`src/rtl/codec_regs_pkg.sv`:
```
package codec_regs_pkg;

    localparam int IDX_W = 5;
    localparam int NREG  = 1 << IDX_W;

    localparam logic [IDX_W-1:0] R_FORMAT = 5'd8;
    localparam logic [IDX_W-1:0] R_IFACE  = 5'd9;
    localparam logic [IDX_W-1:0] R_PIN    = 5'd10;
    localparam logic [IDX_W-1:0] R_ERRST  = 5'd11;
    localparam logic [IDX_W-1:0] R_MODE   = 5'd12;
    localparam logic [IDX_W-1:0] R_CNT_HI = 5'd14;
    localparam logic [IDX_W-1:0] R_CNT_LO = 5'd15;
    localparam logic [IDX_W-1:0] R_RSV_A  = 5'd21;
    localparam logic [IDX_W-1:0] R_ALTST  = 5'd24;
    localparam logic [IDX_W-1:0] R_RSV_B  = 5'd27;
    localparam logic [IDX_W-1:0] R_RSV_C  = 5'd29;

    typedef enum logic [1:0] {
        P_INDEX = 2'd0,
        P_DATA  = 2'd1,
        P_STAT  = 2'd2,
        P_PIO   = 2'd3
    } port_e;

    typedef struct packed {
        logic [NREG-1:0][7:0] ireg;
        logic [6:0]           idx;
        logic                 intr;
        logic                 clr;
    } rf_state_t;

    function automatic logic [7:0] reset_byte(input int n);
        case (n)
            2, 3, 4, 5, 18, 19: reset_byte = 8'h88;
            6, 7:               reset_byte = 8'h80;
            9:                  reset_byte = 8'h08;
            12:                 reset_byte = 8'h8A;
            25, 26:             reset_byte = 8'hA0;
            default:            reset_byte = 8'h00;
        endcase
    endfunction

    function automatic rf_state_t reset_state();
        rf_state_t s;
        for (int n = 0; n < NREG; n++) begin
            s.ireg[n] = reset_byte(n);
        end
        s.idx  = 7'h40;
        s.intr = 1'b0;
        s.clr  = 1'b0;
        return s;
    endfunction

endpackage

```
`src/rtl/codec_idx_dec.sv`:
```
module codec_idx_dec #(
    parameter int IDX_W = 5
) (
    input  logic [IDX_W-1:0] idx_raw,
    input  logic             mode_ext,
    output logic [IDX_W-1:0] idx_eff
);
    for (genvar b = 0; b < IDX_W; b++) begin : g_bit
        if (b < IDX_W - 1) begin : g_base
            assign idx_eff[b] = idx_raw[b];
        end else begin : g_ext
            assign idx_eff[b] = idx_raw[b] & mode_ext;
        end
    end
endmodule

```
`src/rtl/codec_cal_ctr.sv`:
```
module codec_cal_ctr #(
    parameter int              CAL_W      = 4,
    parameter logic [CAL_W-1:0] CAL_PRESET = 1
) (
    input  logic clk,
    input  logic rst_n,
    input  logic load,
    input  logic consume,
    output logic busy
);
    logic [CAL_W-1:0] cnt_d, cnt_q;

    always_comb begin
        cnt_d = cnt_q;
        if (load) begin
            cnt_d = CAL_PRESET;
        end else if (consume && cnt_q != '0) begin
            cnt_d = cnt_q - 1'b1;
        end
    end

    always_ff @(posedge clk) begin
        if (!rst_n) cnt_q <= '0;
        else        cnt_q <= cnt_d;
    end

    assign busy = (cnt_q != '0);
endmodule

```
`src/rtl/codec_regfile.sv`:
```
module codec_regfile
    import codec_regs_pkg::*;
#(
    parameter int              CAL_W      = 4,
    parameter logic [CAL_W-1:0] CAL_PRESET = 1
) (
    input  logic        clk,
    input  logic        rst_n,
    input  logic [1:0]  bus_addr,
    input  logic        bus_wr,
    input  logic        bus_rd,
    input  logic [7:0]  bus_wdata,
    output logic [7:0]  bus_rdata,
    input  logic        play_irq,
    output logic        irq,
    output logic        irq_clr,
    output logic        mce,
    output logic        mode_ext,
    output logic [7:0]  cfg_format,
    output logic [7:0]  cfg_iface,
    output logic [7:0]  cfg_pin,
    output logic [15:0] cfg_count
);
    rf_state_t s_d, s_q;

    logic [IDX_W-1:0] eff_idx;
    logic             cal_busy;
    logic             cal_load;
    logic             cal_take;
    logic             wr_index, wr_data, wr_stat, rd_data;

    assign wr_index = bus_wr && (bus_addr == P_INDEX);
    assign wr_data  = bus_wr && (bus_addr == P_DATA);
    assign wr_stat  = bus_wr && (bus_addr == P_STAT);
    assign rd_data  = bus_rd && (bus_addr == P_DATA);

    codec_idx_dec #(.IDX_W(IDX_W)) u_dec (
        .idx_raw  (s_q.idx[IDX_W-1:0]),
        .mode_ext (s_q.ireg[R_MODE][6]),
        .idx_eff  (eff_idx)
    );

    assign cal_load = wr_index && !s_q.idx[6] && bus_wdata[6]
                      && (s_q.ireg[R_IFACE][3] || s_q.ireg[R_IFACE][4]);
    assign cal_take = rd_data && (eff_idx == R_ERRST);

    codec_cal_ctr #(.CAL_W(CAL_W), .CAL_PRESET(CAL_PRESET)) u_cal (
        .clk     (clk),
        .rst_n   (rst_n),
        .load    (cal_load),
        .consume (cal_take),
        .busy    (cal_busy)
    );

    always_comb begin
        s_d     = s_q;
        s_d.clr = 1'b0;

        if (wr_index) begin
            s_d.idx = bus_wdata[6:0];
        end

        if (wr_data) begin
            case (eff_idx)
                R_RSV_A, R_RSV_B, R_RSV_C, R_ERRST: begin
                end
                R_FORMAT: begin
                    if (s_q.idx[6]) begin
                        s_d.ireg[R_FORMAT] = bus_wdata;
                    end else if (s_q.ireg[R_ALTST][4]) begin
                        s_d.ireg[R_FORMAT] = {bus_wdata[7:4], s_q.ireg[R_FORMAT][3:0]};
                    end
                end
                R_IFACE: s_d.ireg[R_IFACE] = bus_wdata & 8'hDF;
                R_MODE: s_d.ireg[R_MODE][6] = bus_wdata[6];
                R_ALTST: begin
                    if (s_q.ireg[R_ALTST][4] && !bus_wdata[4]) begin
                        s_d.intr = 1'b0;
                        s_d.clr  = 1'b1;
                    end
                    s_d.ireg[R_ALTST] = bus_wdata;
                end
                default: s_d.ireg[eff_idx] = bus_wdata;
            endcase
        end

        if (wr_stat) begin
            s_d.intr              = 1'b0;
            s_d.ireg[R_ALTST][6:4] = 3'b000;
            s_d.clr               = 1'b1;
        end

        if (play_irq) begin
            s_d.intr            = 1'b1;
            s_d.ireg[R_ALTST][4] = 1'b1;
        end
    end

    always_ff @(posedge clk) begin
        if (!rst_n) s_q <= reset_state();
        else        s_q <= s_d;
    end

    always_comb begin
        case (bus_addr)
            P_INDEX: bus_rdata = {1'b0, s_q.idx};
            P_DATA: begin
                bus_rdata = s_q.ireg[eff_idx];
                if (eff_idx == R_ERRST && cal_busy) begin
                    bus_rdata[5] = 1'b1;
                end
            end
            P_STAT:  bus_rdata = {7'b0, s_q.intr};
            default: bus_rdata = 8'h00;
        endcase
    end

    assign irq        = s_q.intr;
    assign irq_clr    = s_q.clr;
    assign mce        = s_q.idx[6];
    assign mode_ext   = s_q.ireg[R_MODE][6];
    assign cfg_format = s_q.ireg[R_FORMAT];
    assign cfg_iface  = s_q.ireg[R_IFACE];
    assign cfg_pin    = s_q.ireg[R_PIN];
    assign cfg_count  = {s_q.ireg[R_CNT_HI], s_q.ireg[R_CNT_LO]};
endmodule

```
`config.mk`:
```
export PLATFORM = sky130hd
export DESIGN_NAME = codec_regfile
export DESIGN_NICKNAME = d
export VERILOG_FILES = /design/src/rtl/codec_regs_pkg.sv /design/src/rtl/codec_idx_dec.sv /design/src/rtl/codec_cal_ctr.sv /design/src/rtl/codec_regfile.sv
export SDC_FILE = /design/constraint.sdc
export NUM_CORES = 1
export LEC_CHECK = 0
export ABC_AREA = 1
export BUFFER_PORTS_ARGS = -buffer_cell sky130_fd_sc_hd__buf_2
export CAP_MARGIN = 20
export CORE_UTILIZATION = 50
export CTS_CLUSTER_DIAMETER = 50
export DETAILED_ROUTE_END_ITERATION = 12
export GPL_TIMING_DRIVEN = 0
export PLACE_DENSITY = 0.75
export SLEW_MARGIN = 20
export SYNTH_ARGS = -nofsm -noshare
export SYNTH_HDL_FRONTEND = slang
export SYNTH_SLANG_ARGS = --single-unit
```
`constraint.sdc`:
```
create_clock -name clk -period 1.9 [get_ports clk]
set_input_delay 0.38 -clock clk [delete_from_list [all_inputs] [get_ports clk]]
set_output_delay 0.38 -clock clk [all_outputs]
set_load 0.1 [all_outputs]
```
==> flow_summary_export.csv, run 1 <==
group,metric,value,unit
clocking,cts_buffers,34,
status,status,"finished, violations left",
placement,place_hpwl,34000,um
route,drtIter0Drc,2638,
critical_path,reg2reg_depth,15,
placement,dpl_cell_area,13400,um^2
route,dr_total_vias,15300,
power,power_density,752,nW/um^2
global_route,grt_max_degree,14,
clocking,cts-hold-fix-buffers,0,
global_route,grt_pass1_vias,12500,
die,core,24400,um^2
timing,slew_viol_final,0,
timing,worstMarginPinSlew,1.41,ns
route,dr.pass1.iters,8,
timing,fin_skew,0.0235,ns
clocking,clkTransAtPathRegs,0.06,ns
worst_hold_path,worst_hold_path_type,"in2reg",
synthesis,synth.mux.area_fraction,0,%
final_layout,nNetsFinal,2018,
global_route,overflow,0,
worst_hold_path,hp-start,"play_irq",
power,irDropWorstVdd,0.722,mV
critical_path,endpoint_kind,"output pin",
final_layout,num-fill-cells,1539,
global_route,grt_pass1_wl,75000,um
flow_run,drv_cap,0,
die,rows,57,
power,power.switching,3.97,mW
synthesis,synth_cell_types,32,
critical_path,start_kind,"flop",
die,dieArea,25600,um^2
final_layout,final_common_cell,"nand2_1",
synthesis,synth_top_family_by_area,"simple AND/OR/NAND/NOR gates",
timing,fin_ws,-1.12,ns
global_route,track_usage,38.9,%
route,final_antenna_net_count,0,
power,intPower,10.0,mW
die,ios,67,
synthesis,netlist_area,12500,um^2
synthesis,synth-seq-cells,269,
clocking,cts.sinks,269,
timing,setup_viol,223,
critical_path,critPathKind,"reg2out",
power,p_seq_share,40.6,%
synthesis,synthSimpleGateAreaFrac,36.7,%
synthesis,syn-num-nets,1869,
timing,final.setup.tns,-87.47,ns
critical_path,reg2reg_to,"s_q[143]",
timing,fin_crit,3.02,ns
final_layout,stdcell_area,18600,um^2
route,drt_wl_total,60500,um
timing,slew_headroom,6.00,%
timing,hold_violations,0,
final_layout,drive_gt1_share,38.9,%
die,die_y,160,um
critical_path,crit_fanout,10,
route,drc_errors,0,
status,violations,"negative setup slack",
synthesis,synth_compound_area_share,10.4,%
clocking,cts_tree,"yes",
critical_path,r2r_slack,-0.47,ns
clocking,root_buffer,"clkbuf_16",
timing,rsz0062_at_grt,"true",
timing,max_freq,0.331,GHz
synthesis,yosysWarnings,0,
placement,post-place-ws,-1.14,ns
synthesis,ys_seq_area_share,43.2,%
worst_hold_path,hold_depth,3,
clocking,h-tree-depth,2,
clocking,insertion_delay,0.54,ns
power,clkPwrFrac,47.4,%
die,die_w,160,um
synthesis,synth_fa_ha_area_share,0.100,%
route,wire_per_inst,25.7,um
critical_path,cp_data_arrival_time,2.64,ns
global_route,antenna_found_initial,1,
route,routed_via_density,6.51,
synthesis,synthXorXnorAreaFrac,0.0703,%
critical_path,worstReg2RegStart,"s_q[2]",
die,initial_core_util,51.1,%
placement,place.gp.congestion,1.03,
timing,timing.final.crit_share,159,%
power,finalPower,14.0,mW
final_layout,synthToLayoutAreaGrowth,49.5,%
placement,portBuffers,57,
synthesis,syn-instance-count,1853,
power,swShare,28.4,%
clocking,clk_path_buf_depth,3,
synthesis,syn_area_per_cell,6.73,um^2
critical_path,required,1.52,ns
final_layout,final_cell_mix,"nand2_1, dfxtp_1, nand3_2",
power,p_leak,6.86,nW
worst_hold_path,holdPathEnd,"irq",
power,power_frac_comb,12.0,%
[worst max path at each step]
stage                 from            to  slack [ns]  depth (start not counted)
floorplan           s_q[2]  bus_rdata[7]       -0.15                         11
finish              s_q[2]  bus_rdata[1]       -1.12                         13
global placement    s_q[3]  bus_rdata[1]       -1.11                         12
detailed placement  s_q[3]  bus_rdata[4]       -1.14                         12
global route        s_q[2]  bus_rdata[3]       -1.14                         13
CTS                 s_q[2]  bus_rdata[3]       -0.95                         13
[power by group through the flow]
stage	Clock [mW]	Combinational [mW]	Sequential, mW
after floorplan	0	0.599	5.82
after global placement	0	1.01	5.81
after detailed placement	0	1.01	5.81
after CTS	6.50	1.20	5.68
after global routing	6.77	1.66	5.69
final	6.64	1.68	5.69
[state kept, by name, summed over array words and instances, names as in the netlist]
signal,count
cfg_pin,8
s_q,221
irq,1
cfg_iface,8
irq_clr,1
u_cal.cnt_q,4
cfg_format,8
mce,1
mode_ext,1
cfg_count,16
[layout make-up]
class,instances,area [um^2],area share (%)
Multi-Input combinational cell,1343,8660,46.5
Sequential cell,269,5400,29.0
Timing Repair Buffer,115,1380,7.38
Buffer,152,1330,7.14
Clock buffer,42,921,4.94
Tap cell,324,405,2.18
Inverter,87,339,1.82
Clock inverter,15,199,1.07
Antenna cell,1,2.50,0.0134
[synthesized netlist by cell type, drive strengths merged]
master	count	area share [%]
nor3	2	0.080
nand3	259	10
a41oi	1	0.070
and3b	1	0.070
dfxtp	269	43
a211oi	1	0.060
a21oi	214	8.6
o21ai	30	1.2
inv	86	2.6
and2	1	0.050
o211ai	1	0.060
clkbuf	66	2.0
nand2	718	22
o2111ai	1	0.070
buf	89	4.9
ha	1	0.10
a22oi	5	0.30
nand3b	1	0.060
nor2	62	2.2
nand4	40	2.0
xor2	1	0.070
clkinv	1	0.030
or2	3	0.15
[timing repair]
item	4_1_cts	5_1_grt
setup endpoints to repair	229	229
resized for setup	211	554
pin swaps	22	175
setup buffers	18	17
gates cloned	2	24
[critical path, cell delays in order (launching register included)]
cell,delay [ns]
dfxtp_4,0.44
clkinvlp_4,0.18
nor2_4,0.15
buf_12,0.15
clkbuf_16,0.20
nand2_1,0.06
nand4_1,0.09
nand2_1,0.16
nand2_1,0.12
nor2_2,0.06
nand2_1,0.08
nand2_2,0.09
nand2_8,0.12
buf_12,0.18
[through the flow]
step	cells	util, %	hold WS [ns]
floorplan	1853	-	0.407
global placement	2234	55.0	0.413
detailed placement	2234	55.0	0.417
CTS	2310	63.4	0.210
global route	2347	76.4	0.244
finish	2348	76.4	0.199
[metal layers]
layer  vias up  global-route usage [%]  wire length, um
met2      1449                    57.8            24900
met1      7091                    51.4            21400
met5         -                       0              113
met3       434                    8.65             8640
li1       6318                       -                -
met4         4                    23.9             5490
[logic make-up after synthesis]
kind of cell	count (synthesis)
buffers and inverters	242
AND/OR/NAND/NOR	1087
XOR/XNOR	1
adder cells (fa/ha/maj)	1
AO/OA/AOI/OAI	253
flip-flops	269
Note: power is estimated with default switching activity, not from simulation.
==> run 2: changes to the inputs <==
Settings changed: ABC_AREA 1 to not set, CTS_CLUSTER_DIAMETER 50 to 60.
==> run 2 against run 1 <==
  * The flow still finishes with violations (negative setup slack)
  * Wire length fell by 26%
  * Sequential power is essentially flat
  * Worst hold slack worse by 0.094 ns
  * Largest cell class unchanged
  * Highest routed layer is now met4
==> flow_summary_export.csv, run 2 <==
group,metric,value,unit
status,status,"finished, violations left",
status,violations,"negative setup slack",
final_layout,drive_gt1_share,30.1,%
synthesis,yosysWarnings,0,
timing,slew_headroom,31.1,%
timing,timing.final.crit_share,167,%
critical_path,reg2reg_to,"s_q[42]",
synthesis,synth_edf_count,0,
die,dieArea,25900,um^2
final_layout,nNetsFinal,1365,
timing,fin_skew,0.0129,ns
final_layout,synthToLayoutAreaGrowth,27.5,%
die,core,24500,um^2
final_layout,largest_reg_flops,221,
critical_path,r2r_slack,-0.19,ns
final_layout,multi_input_area,7070,um^2
route,drc_errors,0,
synthesis,synth.most_common_cell,"dfxtp_1",
clocking,root_buffer,"clkbuf_16",
synthesis,synth_cell_types,59,
final_layout,diodes,0,
die,rows,57,
synthesis,ys_seq_area_share,42.6,%
synthesis,synth_top_cells_by_area,"dfxtp_1, mux2i_1, mux4_2, nor2b_1, a21boi_0",
power,p_leak,5.76,nW
global_route,grt_pass1_wl,63800,um
clocking,cts.sinks,269,
synthesis,syn-instance-count,1209,
clocking,h-tree-depth,1,
timing,hold_violations,0,
route,dr_total_vias,10300,
global_route,grtUsageMet2,51.6,%
worst_hold_path,worst_hold_path_type,"in2reg",
critical_path,reg2reg_depth,11,
final_layout,num-fill-cells,1850,
final_layout,post-route-util,65.6,%
synthesis,synth_commonest_cells,"dfxtp_1, mux2i_1, nor2b_1",
timing,fin_crit,3.18,ns
route,drtIter0Drc,1071,
critical_path,cp-startpoint,"s_q[2]",
power,power_density,775,nW/um^2
global_route,grtUsageMet1,45.7,%
synthesis,syn-num-nets,1225,
worst_hold_path,hp-start,"play_irq",
die,initial_core_util,51.5,%
final_layout,regMostFlops,"s_q",
synthesis,syn_area_per_cell,10.4,um^2
placement,place_hpwl,29200,um
timing,slew_viol_final,0,
power,p_seq_share,45.5,%
timing,fin_ws,-1.28,ns
power,irDropWorstVdd,0.691,mV
global_route,antenna_found_initial,1,
timing,max_freq,0.314,GHz
clocking,cts-hold-fix-buffers,0,
synthesis,synth-seq-cells,269,
critical_path,crit_fanout,5,
global_route,globalRoute.busiestLayer,"met2",
synthesis,netlist_area,12600,um^2
synthesis,synthArstFlopShare,0,%
route,final_antenna_net_count,0,
global_route,track_usage,33.8,%
critical_path,required,1.52,ns
critical_path,worstReg2RegStart,"s_q[2]",
flow_run,drv_cap,0,
critical_path,start_kind,"flop",
global_route,grt_pass1_vias,9788,
critical_path,endpoint_kind,"output pin",
placement,place.gp.congestion,0.994,
clocking,cts_tree,"yes",
power,clkPwrFrac,46.1,%
placement,portBuffers,57,
power,power.switching,3.05,mW
global_route,grt_max_degree,14,
power,power_frac_comb,8.4,%
route,dr.pass1.iters,7,
placement,post-place-ws,-1.30,ns
final_layout,final_common_cell,"dfxtp_1",
die,die_w,161,um
route,wire_per_inst,26.3,um
global_route,overflow,0,
clocking,cts_buffers,29,
synthesis,yosys.area.top_type,"dfxtp_1",
critical_path,critPathKind,"reg2out",
die,ios,67,
global_route,use_met3,5.86,%
final_layout,seq_area,5390,um^2
clocking,clkTransAtPathRegs,0.06,ns
power,swShare,24.5,%
critical_path,cp_data_arrival_time,2.80,ns
die,die_y,161,um
timing,rsz0062_at_grt,"true",
route,drt_wl_total,44600,um
final_layout,final_cell_mix,"dfxtp_1, mux2i_1, nor2b_1",
critical_path,worstSetupEndpoint,"bus_rdata[3]",
timing,worstMarginPinSlew,1.03,ns
synthesis,synthFlopType,"dfxtp_1",
clocking,clk_path_buf_depth,3,
power,intPower,9.43,mW
clocking,insertion_delay,0.56,ns
timing,setup_viol,65,
route,routed_via_density,6.08,
synthesis,synthDominantCellAreaShare,42.6,%
==> run 2: cell type report <==
class / instances / share of cell area, %
clock inverters: 9 / 0.521
plain buffers: 138 / 6.57
clock buffers: 43 / 5.59
repair buffers: 111 / 7.35
multi-input cells: 796 / 43.9
flip-flops and latches: 269 / 33.5
inverters: 4 / 0.0932
well taps: 324 / 2.52
==> run 2: worst min path at each step <==
stage	depth (start not counted)	end	slack [ns]
global placement	1	s_q[106]	0.42
finish	2	s_q[205]	0.10
global route	2	s_q[205]	0.11
floorplan	1	s_q[106]	0.41
detailed placement	1	s_q[106]	0.43
CTS	2	s_q[205]	0.05
==> run 2: timing repair <==
item,4_1_cts,5_1_grt
endpoints found under the hold margin,0,0
endpoints found under the setup margin,196,169
gates resized for setup,134,131
cloned,2,2
pin swaps,22,33
buffers inserted,23,28
==> run 2: kinds of logic (layout without fill, tap and decap cells) <==
family                     Yosys count  count (layout)  synth area share (%)
buffers and inverters              144             305                  6.21
AOI/OAI and AO/OA                  118             118                  6.51
xor gates and xnor gates             3               3                 0.208
and+or+nand+nor                    421             421                  18.7
DFF                                269             269                  42.6
adders and majority gates            1               1                0.0990
muxes                              253             253                  25.7
==> run 2: routing by layer <==
metal  wire [um]  part of all wire, %
met5           0                    0
met4        2870                  6.4
met3        4160                  9.3
met2       19600                   44
met1       18000                   40
==> run 2: critical path, cell delays in order, from the launching register on <==
cell and delay [ns]:
dfxtp_2 0.34, buf_12 0.15, buf_4 0.17, buf_8 0.12
mux4_2 0.54, mux2i_2 0.27, nor3_1 0.07, and4b_1 0.31
a211oi_4 0.10, buf_12 0.18
==> run 2: power by group through the flow <==
| stage | combinational, mW | clock [mW] | sequential (mW) |
|---|---|---|---|
| 4_1_cts | 0.931 | 5.78 | 5.68 |
| 5_1_grt | 1.06 | 6.04 | 5.68 |
| 6_report | 1.04 | 5.76 | 5.68 |
| 2_1_floorplan | 0.503 | 0 | 5.81 |
| 3_3_place_gp | 0.815 | 0 | 5.80 |
| 3_5_place_dp | 0.818 | 0 | 5.80 |
==> run 2: per-stage QoR <==
step / instance area (um^2) / TNS (ns) / std cells / power [mW] / hold slack (ns)
6_report: 16100 / -14.80 / 1694 / 12.5 / 0.105
5_1_grt: 16100 / -17.30 / 1694 / 12.8 / 0.107
4_1_cts: 15400 / -9.69 / 1665 / 12.4 / 0.0541
3_5_place_dp: 13500 / -64.09 / 1590 / 6.62 / 0.427
3_3_place_gp: 13500 / -63.21 / 1590 / 6.61 / 0.418
2_1_floorplan: 12800 / -3.53 / 1209 / 6.32 / 0.406
